--- src/rtl/mdio_pkg.sv ---
package mdio_pkg;
  localparam int CMD_VALID_BIT = 31;
  localparam int CMD_PHY_LSB   = 25;
  localparam int CMD_REG_LSB   = 20;
  localparam int CMD_DATA_LSB  = 4;
  localparam int CMD_RD_BIT    = 2;
  localparam int ST_PEND_BIT   = 2;
  localparam int ST_BUSY_BIT   = 3;

  typedef struct packed {
    logic        rd;
    logic [4:0]  phy;
    logic [4:0]  regad;
    logic [15:0] wdata;
  } mdio_cmd_t;
endpackage

--- src/rtl/mdio_clkdiv.sv ---
module mdio_clkdiv #(
  parameter int HALF_DIV = 50
) (
  input  logic clk,
  input  logic rst,
  output logic mdc,
  output logic rise_tick,
  output logic fall_tick
);
  localparam int CW = (HALF_DIV > 1) ? $clog2(HALF_DIV) : 1;
  localparam logic [CW-1:0] TOP = CW'(HALF_DIV - 1);

  logic [CW-1:0] cnt;
  logic          tick;

  assign tick      = (cnt == TOP);
  assign rise_tick = tick & ~mdc;
  assign fall_tick = tick & mdc;

  always_ff @(posedge clk) begin
    if (rst) begin
      cnt <= '0;
      mdc <= 1'b0;
    end else if (tick) begin
      cnt <= '0;
      mdc <= ~mdc;
    end else begin
      cnt <= cnt + 1'b1;
    end
  end

  AST_MDC_HOLD: assert property (@(posedge clk) disable iff (rst)
    !$past(tick) |-> $stable(mdc));
endmodule

--- src/rtl/mdio_frame_eng.sv ---
module mdio_frame_eng
  import mdio_pkg::*;
#(
  parameter int PRE_LEN = 32
) (
  input  logic        clk,
  input  logic        rst,
  input  logic        rise_tick,
  input  logic        fall_tick,
  input  logic        req_valid,
  input  mdio_cmd_t   req,
  output logic        take,
  output logic        busy,
  output logic        done_rd,
  output logic [17:0] rd_word,
  output logic        mdio_o,
  output logic        mdio_oe,
  input  logic        mdio_i
);
  localparam int FRAME_LEN = PRE_LEN + 32;
  localparam int CW        = $clog2(FRAME_LEN);
  localparam logic [CW-1:0] LAST   = CW'(FRAME_LEN - 1);
  localparam logic [CW-1:0] TA_IDX = CW'(PRE_LEN + 14);
  localparam logic [CW-1:0] TA2    = CW'(PRE_LEN + 15);

  logic [FRAME_LEN-1:0] sh;
  logic [FRAME_LEN-1:0] frame;
  logic [CW-1:0]        cnt;
  logic [CW-1:0]        cnt_nx;
  logic                 is_rd;
  logic                 ta_err;
  logic [15:0]          rx;

  assign take    = req_valid & ~busy & fall_tick;
  assign cnt_nx  = cnt + 1'b1;
  assign rd_word = {ta_err ? 2'b11 : 2'b00, rx};
  assign frame   = {{PRE_LEN{1'b1}}, 2'b01, req.rd ? 2'b10 : 2'b01,
                    req.phy, req.regad, 2'b10,
                    req.rd ? 16'hFFFF : req.wdata};

  always_ff @(posedge clk) begin
    if (rst) begin
      busy    <= 1'b0;
      cnt     <= '0;
      sh      <= '0;
      is_rd   <= 1'b0;
      mdio_o  <= 1'b1;
      mdio_oe <= 1'b0;
      ta_err  <= 1'b0;
      rx      <= '0;
      done_rd <= 1'b0;
    end else begin
      done_rd <= 1'b0;
      if (fall_tick) begin
        if (!busy) begin
          if (req_valid) begin
            busy    <= 1'b1;
            cnt     <= '0;
            sh      <= frame;
            is_rd   <= req.rd;
            mdio_o  <= frame[FRAME_LEN-1];
            mdio_oe <= 1'b1;
            ta_err  <= 1'b0;
          end
        end else if (cnt == LAST) begin
          busy    <= 1'b0;
          mdio_oe <= 1'b0;
          mdio_o  <= 1'b1;
          done_rd <= is_rd;
        end else begin
          cnt     <= cnt_nx;
          sh      <= {sh[FRAME_LEN-2:0], 1'b0};
          mdio_o  <= sh[FRAME_LEN-2];
          mdio_oe <= !(is_rd && (cnt_nx >= TA_IDX));
        end
      end
      if (rise_tick && busy && is_rd) begin
        if (cnt == TA2) ta_err <= mdio_i;
        if (cnt > TA2)  rx <= {rx[14:0], mdio_i};
      end
    end
  end

  AST_OE_IDLE: assert property (@(posedge clk) disable iff (rst)
    !busy |-> !mdio_oe);
  AST_RD_RELEASE: assert property (@(posedge clk) disable iff (rst)
    (busy && is_rd && cnt >= TA_IDX) |-> !mdio_oe);
  AST_TAKE_BUSY: assert property (@(posedge clk) disable iff (rst)
    take |=> busy);
  AST_OUT_ON_FALL: assert property (@(posedge clk) disable iff (rst)
    !$stable(mdio_o) |-> $past(fall_tick));
endmodule

--- src/rtl/mdio_mgmt_master.sv ---
module mdio_mgmt_master
  import mdio_pkg::*;
#(
  parameter int HALF_DIV = 50,
  parameter int ADDR_W   = 4,
  parameter int PRE_LEN  = 32
) (
  input  logic              clk,
  input  logic              rst,
  input  logic [ADDR_W-1:0] reg_addr,
  input  logic              reg_we,
  input  logic [31:0]       reg_wdata,
  output logic [31:0]       reg_rdata,
  output logic              mdc,
  output logic              mdio_o,
  output logic              mdio_oe,
  input  logic              mdio_i
);
  localparam logic [ADDR_W-1:0] OFF_STATUS = ADDR_W'(4'h0);
  localparam logic [ADDR_W-1:0] OFF_CMD    = ADDR_W'(4'h8);
  localparam logic [ADDR_W-1:0] OFF_DATA   = ADDR_W'(4'hC);

  logic        rise_tick, fall_tick;
  logic        pend, take, busy, done_rd;
  logic [17:0] rd_word;
  logic [17:0] data_q;
  mdio_cmd_t   qcmd;
  logic        cmd_hit;
  logic        unused_bits;

  assign cmd_hit     = reg_we && (reg_addr == OFF_CMD);
  assign unused_bits = ^{reg_wdata[30], reg_wdata[3], reg_wdata[1:0]};

  mdio_clkdiv #(.HALF_DIV(HALF_DIV)) u_div (
    .clk(clk), .rst(rst), .mdc(mdc),
    .rise_tick(rise_tick), .fall_tick(fall_tick)
  );

  mdio_frame_eng #(.PRE_LEN(PRE_LEN)) u_eng (
    .clk(clk), .rst(rst), .rise_tick(rise_tick), .fall_tick(fall_tick),
    .req_valid(pend), .req(qcmd), .take(take), .busy(busy),
    .done_rd(done_rd), .rd_word(rd_word),
    .mdio_o(mdio_o), .mdio_oe(mdio_oe), .mdio_i(mdio_i)
  );

  always_ff @(posedge clk) begin
    if (rst) begin
      pend <= 1'b0;
      qcmd <= '0;
    end else if (take) begin
      pend <= 1'b0;
    end else if (cmd_hit && reg_wdata[CMD_VALID_BIT] && !pend) begin
      pend       <= 1'b1;
      qcmd.rd    <= reg_wdata[CMD_RD_BIT];
      qcmd.phy   <= reg_wdata[CMD_PHY_LSB +: 5];
      qcmd.regad <= reg_wdata[CMD_REG_LSB +: 5];
      qcmd.wdata <= reg_wdata[CMD_DATA_LSB +: 16];
    end
  end

  always_ff @(posedge clk) begin
    if (rst)                 data_q <= '0;
    else if (take && qcmd.rd) data_q <= '0;
    else if (done_rd)        data_q <= rd_word;
  end

  always_ff @(posedge clk) begin
    if (rst) begin
      reg_rdata <= '0;
    end else begin
      reg_rdata <= '0;
      case (reg_addr)
        OFF_STATUS: begin
          reg_rdata[ST_PEND_BIT] <= pend;
          reg_rdata[ST_BUSY_BIT] <= busy;
        end
        OFF_DATA: reg_rdata[17:0] <= data_q;
        default:  reg_rdata <= '0;
      endcase
    end
  end

  AST_INVALID_IGNORED: assert property (@(posedge clk) disable iff (rst)
    (cmd_hit && !reg_wdata[CMD_VALID_BIT] && !pend) |=> !pend);
  AST_PEND_HANDOFF: assert property (@(posedge clk) disable iff (rst)
    $fell(pend) |-> busy);
  AST_DROP_WHEN_FULL: assert property (@(posedge clk) disable iff (rst)
    (pend && cmd_hit && !take) |=> (pend && $stable(qcmd)));
  AST_RD_ERR_CLEARED: assert property (@(posedge clk) disable iff (rst)
    (take && qcmd.rd) |=> (data_q[17:16] == 2'b00));
endmodule

--- config.mk ---
export PLATFORM = sky130hd
export DESIGN_NAME = mdio_mgmt_master
export DESIGN_NICKNAME = d
export VERILOG_FILES = /design/src/rtl/mdio_pkg.sv /design/src/rtl/mdio_clkdiv.sv /design/src/rtl/mdio_frame_eng.sv /design/src/rtl/mdio_mgmt_master.sv
export SDC_FILE = /design/constraint.sdc
export NUM_CORES = 1
export LEC_CHECK = 0
export BUFFER_PORTS_ARGS = -buffer_cell sky130_fd_sc_hd__buf_2
export CAP_MARGIN = 20
export CORE_AREA = 2 2 109 111
export CTS_CLUSTER_DIAMETER = 50
export CTS_CLUSTER_SIZE = 30
export DETAILED_ROUTE_END_ITERATION = 10
export DIE_AREA = 0 0 111 113
export HOLD_SLACK_MARGIN = 0.1
export PLACE_DENSITY = 0.76
export SYNTH_ARGS = -nofsm -noshare
export SYNTH_HDL_FRONTEND = slang
export SYNTH_SLANG_ARGS = --single-unit
--- constraint.sdc ---
create_clock -name clk -period 2.3 [get_ports clk]
set_input_delay 0.46 -clock clk [delete_from_list [all_inputs] [get_ports clk]]
set_output_delay 0.46 -clock clk [all_outputs]
set_load 0.01 [all_outputs]
==> results of run 1 <==
[layer usage]
layer	vias to the layer above	global-route usage	part of all wire	wire, um
met5	-	0	0	0
met4	0	0.07833	0.013	174
met3	18	0.04928	0.037	503
met2	126	0.3849	0.49	6584
met1	2493	0.2750	0.46	6152
li1	2567	-	-	-
[cell usage after synthesis (2+ instances only)]
master | count | area, um2
dfxtp_1 | 160 | 3203
a21oi_1 | 84 | 420.4
nand2_1 | 78 | 292.8
nor2_1 | 64 | 240.2
mux2i_1 | 46 | 460.4
o21ai_0 | 36 | 180.2
clkbuf_1 | 32 | 120.1
a211oi_1 | 27 | 202.7
inv_1 | 23 | 86.33
buf_4 | 22 | 165.2
nand3_1 | 22 | 110.1
a311oi_1 | 19 | 166.4
buf_2 | 18 | 90.09
and2_1 | 16 | 100.1
nor4b_1 | 15 | 131.4
nand4_1 | 9 | 56.30
ha_1 | 4 | 50.05
nor2b_1 | 4 | 25.02
and3_1 | 3 | 18.77
and4b_1 | 3 | 30.03
buf_6 | 3 | 33.78
nand2b_1 | 3 | 18.77
nand4b_1 | 3 | 26.28
o31ai_1 | 3 | 22.52
or3_1 | 3 | 18.77
xnor2_1 | 3 | 26.28
xor2_1 | 3 | 26.28
nor3_1 | 2 | 10.01
o21bai_1 | 2 | 15.01
[worst min path at each step]
stage	from	end	depth (start not counted)
floorplan	data_q[0]	reg_rdata[0]	1
finish	reg_wdata[15]	qcmd[11]	3
global placement	data_q[15]	reg_rdata[15]	1
detailed placement	data_q[5]	reg_rdata[5]	1
CTS	reg_wdata[19]	qcmd[15]	3
global route	reg_wdata[23]	qcmd[19]	3
[power breakdown]
part,switching [W],internal [W]
sequential,0.00000660,0.00278
combinational,0.0000802,0.0000450
clock,0.00115,0.00154
[sequential cells by signal (all words and copies together), names as in the netlist]
register and cells:
u_eng.cnt 6, pend 1, reg_rdata 17, qcmd 27, u_eng.sh 63, u_eng.done_rd 1
data_q 17, u_div.cnt 6, u_eng.ta_err 1, u_eng.rx 16, u_eng.mdio_o 1, u_eng.busy 1
u_eng.is_rd 1, u_div.mdc 1, u_eng.mdio_oe 1
[cell type report]
class,instances,area share
Tap cell,143,0.02433
Sequential cell,160,0.4357
Clock buffer,19,0.06022
Clock inverter,13,0.01803
Inverter,23,0.01174
Timing Repair Buffer,77,0.06159
Multi-Input combinational cell,481,0.3884
[stage by stage]
step	instance area, um2	hold WS (ps)	util
final	7355	272.9	0.6525
after global routing	7355	275.2	0.6525
after CTS	7355	268.1	0.6525
after detailed placement	6779	444.9	0.6014
after global placement	6779	439.6	0.6014
after floorplan	6563	429.1	-
[worst register-to-register path: stages (launching register included)]
cell     delay, ps
dfxtp_2        590
and4b_1        310
nand4_2        570
mux2i_1        390
nor2_1          60
[kinds of logic (layout without fill, tap and decap cells)]
kind of cell / count (synthesis) / in the layout / share of synthesized area
buffers and inverters: 100 / 132 / 0.07741
xor gates and xnor gates: 6 / 6 / 0.008069
other: 1 / 14 / 0.0005757
muxes: 46 / 46 / 0.07069
AOI/OAI and AO/OA: 178 / 178 / 0.1658
and+or+nand+nor: 233 / 233 / 0.1781
DFF: 160 / 160 / 0.4917
adders and majority gates: 4 / 4 / 0.007684
==> impl_metrics.json, run 1 <==
{
  "slew_violations": 0,
  "portBuffers": 56,
  "top_level_ports": 75,
  "clockBufferDepth": 2,
  "initial_core_util": 0.5779,
  "drtPass1Iterations": 5,
  "post_cts_buffers": 0,
  "drtAntennaViolNets": 0,
  "final-setup-viol-count": 0,
  "crit_end": "u_eng.rx[8]",
  "dp_cells": 884,
  "hold_class": "input port to register",
  "rsz0062_at_grt": "false",
  "regArea_um2": 3204,
  "die_y_um": 113,
  "place_ws_ps": 224.5,
  "status": "completed",
  "end_kind": "register",
  "layout_min_cycle_time_ps": 2049,
  "die_w_um": 111,
  "grt_max_degree": 42,
  "grt_pass1_vias": 5018,
  "synth_edf_count": 0,
  "critPathKind": "register to register",
  "synth_ff_type": "dfxtp_1",
  "timing.rr.end": "u_eng.rx[8]",
  "relSlewSlack": 0.5310,
  "yosysWarningCount": 0,
  "fin_cells": 916,
  "yosysUniqueCellTypes": 47,
  "tritoncts": "yes",
  "worstSkewPairLatency_ps": 420,
  "ctsHtreeMaxLevel": 4,
  "crit_family": "simple AND/OR/NAND/NOR gates",
  "syn_area_per_cell_um2": 8.947,
  "r2r_cells": 4,
  "overflow": 0,
  "wirelength_mm": 13.41,
  "final_cell_mix": "dfxtp_1, a21oi_1, nand2_1, nor2_1, buf_2",
  "wl_per_cell_um": 14.64,
  "crit_buf_inv": 0,
  "root_buffer": "clkbuf_16",
  "antenna_found_initial": 0,
  "tightestPinTransition_ps": 701.8,
  "grt_pass1_wl_mm": 23.02,
  "grtUsageTotal": 0.2222,
  "synth_area_um2": 6514,
  "nNetsFinal": 804,
  "maxCapViolCount": 0,
  "cp.arrival_ps": 2350,
  "multi_input_area_um2": 2856,
  "antenna_cells": 0,
  "max_freq_mhz": 488.0,
  "vias": 5204,
  "cp_max_fo": 21,
  "layout-drive-gt1-share": 0.1514,
  "skew_ps": 6.064,
  "final_common_cell": "dfxtp_1",
  "crit_start": "u_eng.busy",
  "rows": 39,
  "setup_ws_ps": 250.8,
  "period_share": 0.8910,
  "fin_setup_tns_ps": 0,
  "remaining_drc_errors": 0,
  "cts_num_sinks": 160,
  "synth_seq_cells": 160,
  "gp_congestion": 0.7928,
  "coreArea_um2": 11270,
  "yosysSeqAreaShare": 0.4917,
  "regToRegSetupSlack_ps": 250,
  "fp.dieArea_um2": 12540,
  "ir_drop_mv": 0.5034,
  "drtIter0Drc": 353,
  "holdBufCountCts": 0,
  "cts.clk_slew.worst_paths_ps": 70,
  "total_power_w": 0.005599,
  "cts_resized": 0,
  "area_growth_pct": 12.91,
  "place_hpwl_mm": 8.336,
  "final_hold_viol_count": 0,
  "p_per_area_nw_per_um2": 761.3,
  "reg2reg_from": "u_eng.busy",
  "cts_buffers": 17,
  "vias_per_cell": 5.681,
  "worstPathRequired_ps": 2600,
  "crit_chain": "and4b_1 > nand4_2 > mux2i_1 > nor2_1",
  "ys_async_sr_fraction": 0,
  "syn_inst": 728,
  "fillers": 922,
  "start_kind": "register",
  "cpMaxStageDelayCell": "dfxtp_2",
  "leakage_nw": 2.706,
  "cp.depth": 4,
  "slowest_delay_ps": 590
}
Power figures use the tool's default switching activity.
==> run 2: changes to the inputs <==
--- a/config.mk
+++ b/config.mk
@@ -7,13 +7,14 @@
 export LEC_CHECK = 0
 export BUFFER_PORTS_ARGS = -buffer_cell sky130_fd_sc_hd__buf_2
 export CAP_MARGIN = 20
-export CORE_AREA = 2 2 109 111
+export CORE_AREA = 4 4 111 113
 export CTS_CLUSTER_DIAMETER = 50
 export CTS_CLUSTER_SIZE = 30
 export DETAILED_ROUTE_END_ITERATION = 10
-export DIE_AREA = 0 0 111 113
+export DIE_AREA = 0 0 115 117
 export HOLD_SLACK_MARGIN = 0.1
 export PLACE_DENSITY = 0.76
+export SLEW_MARGIN = 10
 export SYNTH_ARGS = -nofsm -noshare
 export SYNTH_HDL_FRONTEND = slang
 export SYNTH_SLANG_ARGS = --single-unit
==> run 2 against run 1 <==
Compared with the run above: sequential power barely moved; flip-flop and latch count stayed put; power up 5.2%; register-to-register slack improved by 20 ps; hold slack improved by 6.0 ps; clock power up 11%; final area grew 0.80%; sequential share of layout area shrank 0.35 points; first-iteration DRC count increased by 26%; setup slack improved by 23 ps; critical path type unchanged; largest cell class unchanged; highest routed layer is now met5.
==> impl_metrics.json, run 2 (synthesis results as in run 1) <==
{
  "area_growth_pct": 13.81,
  "overflow": 0,
  "hold_class": "input port to register",
  "final_common_cell": "dfxtp_1",
  "ctsHtreeMaxLevel": 4,
  "portBuffers": 56,
  "start_kind": "register",
  "maxCapViolCount": 0,
  "fin_cells": 914,
  "rows": 39,
  "root_buffer": "clkbuf_16",
  "crit_chain": "and4b_1 > nand4_2 > mux2i_1 > nor2_1",
  "antenna_found_initial": 1,
  "die_w_um": 115,
  "ir_drop_mv": 0.5909,
  "min-delay-start": "reg_wdata[17]",
  "slowest_delay_ps": 560,
  "r2r_cells": 4,
  "seq_power_share": 0.473,
  "cts_resized": 0,
  "place_hpwl_mm": 8.222,
  "top_level_ports": 75,
  "top_regs": "u_eng.sh: 63 flops, qcmd: 27 flops",
  "critPathKind": "register to register",
  "grt_max_degree": 48,
  "cp_max_fo": 19,
  "rsz0062_at_grt": "false",
  "timing.rr.end": "u_eng.rx[11]",
  "crit_family": "simple AND/OR/NAND/NOR gates",
  "drtAntennaViolNets": 0,
  "crit_buf_inv": 0,
  "layout_min_cycle_time_ps": 2026,
  "worstPathRequired_ps": 2600,
  "holdBufCountCts": 0,
  "final_cell_mix": "dfxtp_1, a21oi_1, nand2_1, nor2_1, buf_2",
  "vias_per_cell": 5.652,
  "wirelength_mm": 13.25,
  "dp_cells": 882,
  "coreArea_um2": 11320,
  "hold_depth": 3,
  "layout-drive-gt1-share": 0.1492,
  "antenna_cells": 0,
  "vias": 5166,
  "period_share": 0.8810,
  "grt_pass1_wl_mm": 22.40,
  "die_y_um": 117,
  "clockBufferDepth": 2,
  "largest_reg_flops": 63,
  "holdPathEnd": "qcmd[13]",
  "drtIter0Drc": 444,
  "nNetsFinal": 802,
  "cp.arrival_ps": 2320,
  "fillers": 925,
  "worstSkewPairLatency_ps": 420,
  "leakage_nw": 2.725,
  "remaining_drc_errors": 0,
  "p_int_w": 0.004699,
  "drtPass1Iterations": 5,
  "cts.clk_slew.worst_paths_ps": 60,
  "reg2reg_from": "u_eng.busy",
  "swShare": 0.2023,
  "regToRegSetupSlack_ps": 270,
  "wl_per_cell_um": 14.50,
  "fp.dieArea_um2": 13460,
  "cts_num_sinks": 160,
  "clockPowerShare": 0.507,
  "gp_congestion": 0.8078,
  "tritoncts": "yes",
  "max_freq_mhz": 493.5,
  "relSlewSlack": 0.5430,
  "total_power_w": 0.005891,
  "status": "completed",
  "end_kind": "register",
  "skew_ps": 7.217,
  "slew_violations": 0,
  "cts_buffers": 17,
  "p_per_area_nw_per_um2": 794.6,
  "p_sw_w": 0.001192,
  "final-setup-viol-count": 0,
  "final_hold_viol_count": 0,
  "cpMaxStageDelayCell": "nand4_2",
  "grtUsageTotal": 0.2054,
  "initial_core_util": 0.5754,
  "crit_start": "u_eng.busy",
  "top_register": "u_eng.sh",
  "grt_pass1_vias": 4839,
  "combinationalPowerShare": 0.021,
  "post_cts_buffers": 0,
  "fin_setup_tns_ps": 0,
  "tightestPinTransition_ps": 683.8
}
-- run 2: area by class of cell --
| class | count | area, um2 | area share |
|---|---|---|---|
| inverter | 23 | 86.33 | 0.01165 |
| timing repair buffer | 75 | 450.4 | 0.06076 |
| tap | 143 | 178.9 | 0.02414 |
| clock buffer | 20 | 456.7 | 0.06160 |
| multi-input combinational | 481 | 2856 | 0.3853 |
| clock inverter | 12 | 180.2 | 0.02430 |
| sequential | 160 | 3204 | 0.4322 |
-- run 2: power groups by stage --
stage / Clock, W / Sequential [W] / Combinational, W
3_3_place_gp: 0 / 0.00285 / 0.000116
4_1_cts: 0.00303 / 0.00279 / 0.000121
5_1_grt: 0.00315 / 0.00279 / 0.000137
2_1_floorplan: 0 / 0.00285 / 0.0000907
6_report: 0.00298 / 0.00279 / 0.000121
3_5_place_dp: 0 / 0.00285 / 0.000120
-- run 2: tightest hold or removal path, stage by stage --
cell and delay [ps]:
buf_2 100, nand2_1 40, a21oi_1 50
-- run 2: metrics by stage --
stage               hold WS (ps)  worst slack (ps)    util  area, um2
floorplan                  429.1             535.6       -       6563
global placement           441.0             410.4  0.5986       6777
detailed placement         445.1             327.9  0.5986       6777
CTS                        258.1             277.6  0.6548       7413
global route               266.1             116.2  0.6548       7413
finish                     278.9             273.8  0.6548       7413
-- run 2: worst max-delay path by stage --
stage | endpoint | depth (start not counted) | slack (ps)
finish | u_eng.rx[11] | 4 | 270
detailed placement | u_eng.rx[11] | 4 | 330
global route | u_eng.sh[59] | 6 | 120
CTS | u_eng.rx[11] | 4 | 280
global placement | u_eng.cnt[5] | 6 | 410
floorplan | u_eng.cnt[5] | 6 | 540
-- run 2: metal layers --
metal / track usage / share of wire / up-vias / routed length (um)
met2: 0.3376 / 0.47 / 167 / 6214
met3: 0.04781 / 0.064 / 29 / 852
li1: - / - / 2574 / -
met1: 0.2618 / 0.45 / 2394 / 5923
met5: 0 / 0.00091 / - / 12
met4: 0.08451 / 0.019 / 2 / 247
==> run 3: changes to the inputs <==
==> constraint.sdc (replaced) <==
create_clock -name clk -period 2.33 [get_ports clk]
set_input_delay 0.466 -clock clk [delete_from_list [all_inputs] [get_ports clk]]
set_output_delay 0.466 -clock clk [all_outputs]
set_load 0.01 [all_outputs]
==> run 3 against run 2 <==
Compared with the run above: flip-flop and latch count unchanged; critical path depth increased by 2; count of clock-buffer cells in the layout unchanged; combinational power about the same; critical endpoint is now u_eng.sh[46]; largest cell class unchanged; largest power group is now sequential cells; highest routed layer unchanged.
==> impl_metrics.json, run 3 (synthesis results as in run 1) <==
{
  "ctsHtreeMaxLevel": 4,
  "top_regs": "u_eng.sh: 63 flops, qcmd: 27 flops",
  "ir_drop_mv": 0.5183,
  "cts_num_sinks": 160,
  "placed_area_um2": 6739,
  "top_register": "u_eng.sh",
  "coreArea_um2": 11320,
  "regToRegSetupSlack_ps": 220,
  "timing.rr.end": "u_eng.sh[46]",
  "layout_min_cycle_time_ps": 2108,
  "antenna_found_initial": 1,
  "worstPathRequired_ps": 2650,
  "skew_ps": 6.460,
  "relSlewSlack": 0.4100,
  "final_common_cell": "dfxtp_1",
  "antenna_cells": 0,
  "drtIter0Drc": 378,
  "fin_setup_tns_ps": 0,
  "timing.hold.ws_ps": 282.7,
  "gp_congestion": 0.8074,
  "p_per_area_nw_per_um2": 763.1,
  "grt_pass1_vias": 4920,
  "post_cts_buffers": 0,
  "cpMaxStageDelayCell": "dfxtp_1",
  "vias": 5179,
  "cp.depth": 6,
  "nNetsFinal": 797,
  "r2r_cells": 6,
  "fillers": 936,
  "wirelength_mm": 13.16,
  "rows": 39,
  "fp.dieArea_um2": 13460,
  "place_hpwl_mm": 8.004,
  "reg2reg_from": "u_eng.cnt[0]",
  "drtPass1Iterations": 6,
  "final_hold_viol_count": 0,
  "die_w_um": 115,
  "cts_buffers": 17,
  "hold_class": "input port to register",
  "final_cell_mix": "dfxtp_1, a21oi_1, nand2_1, nor2_1, buf_2",
  "design_area_um2": 7331,
  "cts.clk_slew.worst_paths_ps": 60,
  "worstSkewPairLatency_ps": 420,
  "cts_resized": 0,
  "maxCapViolCount": 0,
  "crit_start": "u_eng.cnt[0]",
  "tightestPinTransition_ps": 884.9,
  "drtAntennaViolNets": 0,
  "largest_reg_flops": 63,
  "wl_per_cell_um": 14.48,
  "overflow": 0,
  "rsz0062_at_grt": "false",
  "grtUsageTotal": 0.2030,
  "vias_per_cell": 5.697,
  "grt_max_degree": 91,
  "root_buffer": "clkbuf_16",
  "start_kind": "register",
  "die_y_um": 117,
  "crit_buf_inv": 1,
  "crit_family": "simple AND/OR/NAND/NOR gates",
  "initial_core_util": 0.5754,
  "top_level_ports": 75,
  "remaining_drc_errors": 0,
  "status": "completed",
  "holdBufCountCts": 0,
  "cp.arrival_ps": 2430,
  "area_growth_pct": 12.54,
  "tritoncts": "yes",
  "slew_violations": 0,
  "grt_pass1_wl_mm": 22.22,
  "crit_chain": "ha_1 > and3_1 > and4_1 > buf_4 > nor4b_1 > a211oi_1",
  "critPathKind": "register to register",
  "max_freq_mhz": 474.3,
  "layout-drive-gt1-share": 0.1436,
  "period_share": 0.9048,
  "clockBufferDepth": 2,
  "crit_end": "u_eng.sh[46]",
  "final-setup-viol-count": 0,
  "end_kind": "register",
  "leakage_nw": 2.682,
  "portBuffers": 56,
  "cp_max_fo": 38,
  "slowest_delay_ps": 410
}
## run 3: final cells by class
class / instances / area, um2 / share of cell area
clock inverters: 12 / 135.1 / 0.01843
clock buffers: 20 / 456.7 / 0.06230
well taps: 143 / 178.9 / 0.02441
repair buffers: 70 / 412.9 / 0.05632
inverters: 23 / 86.33 / 0.01178
multi-input cells: 481 / 2856 / 0.3897
flip-flops and latches: 160 / 3204 / 0.4371
## run 3: per-stage QoR
step	utilization	power, W	cells	setup WS (ps)
2_1_floorplan	-	0.002898	741	565.6
3_3_place_gp	0.5953	0.002924	877	405.9
3_5_place_dp	0.5953	0.002930	877	314.4
4_1_cts	0.6475	0.005638	909	256.4
5_1_grt	0.6475	0.005773	909	82.38
6_report	0.6475	0.005594	909	221.8
## run 3: worst min path at each step
| stage | from | to | slack, ps | depth (start not counted) |
|---|---|---|---|---|
| detailed placement | data_q[5] | reg_rdata[5] | 440 | 1 |
| global placement | data_q[15] | reg_rdata[15] | 440 | 1 |
| CTS | reg_wdata[13] | qcmd[9] | 280 | 3 |
| floorplan | data_q[0] | reg_rdata[0] | 430 | 1 |
| finish | reg_wdata[14] | qcmd[10] | 280 | 3 |
| global route | reg_wdata[22] | qcmd[18] | 280 | 3 |
## run 3: routing by layer
layer  vias to the layer above  wire (um)  track usage
li1                       2570          -            -
met1                      2419       5926       0.2417
met4                         2        223      0.08529
met2                       166       6227       0.3453
met5                         -         13            0
met3                        22        769      0.05758
## run 3: worst reg2reg max path: stages, from the launching register on
cell	delay [ps]
dfxtp_1	410
ha_1	280
and3_1	300
and4_1	270
buf_4	370
nor4b_1	120
a211oi_1	260
## run 3: report_power, final
group | switching (W) | internal [W] | leakage (nW)
Sequential | 0.00000640 | 0.00274 | 1.29
Clock | 0.00109 | 0.00164 | 0.279
Combinational | 0.0000792 | 0.0000406 | 1.11
Total | 0.00117 | 0.00442 | 2.68
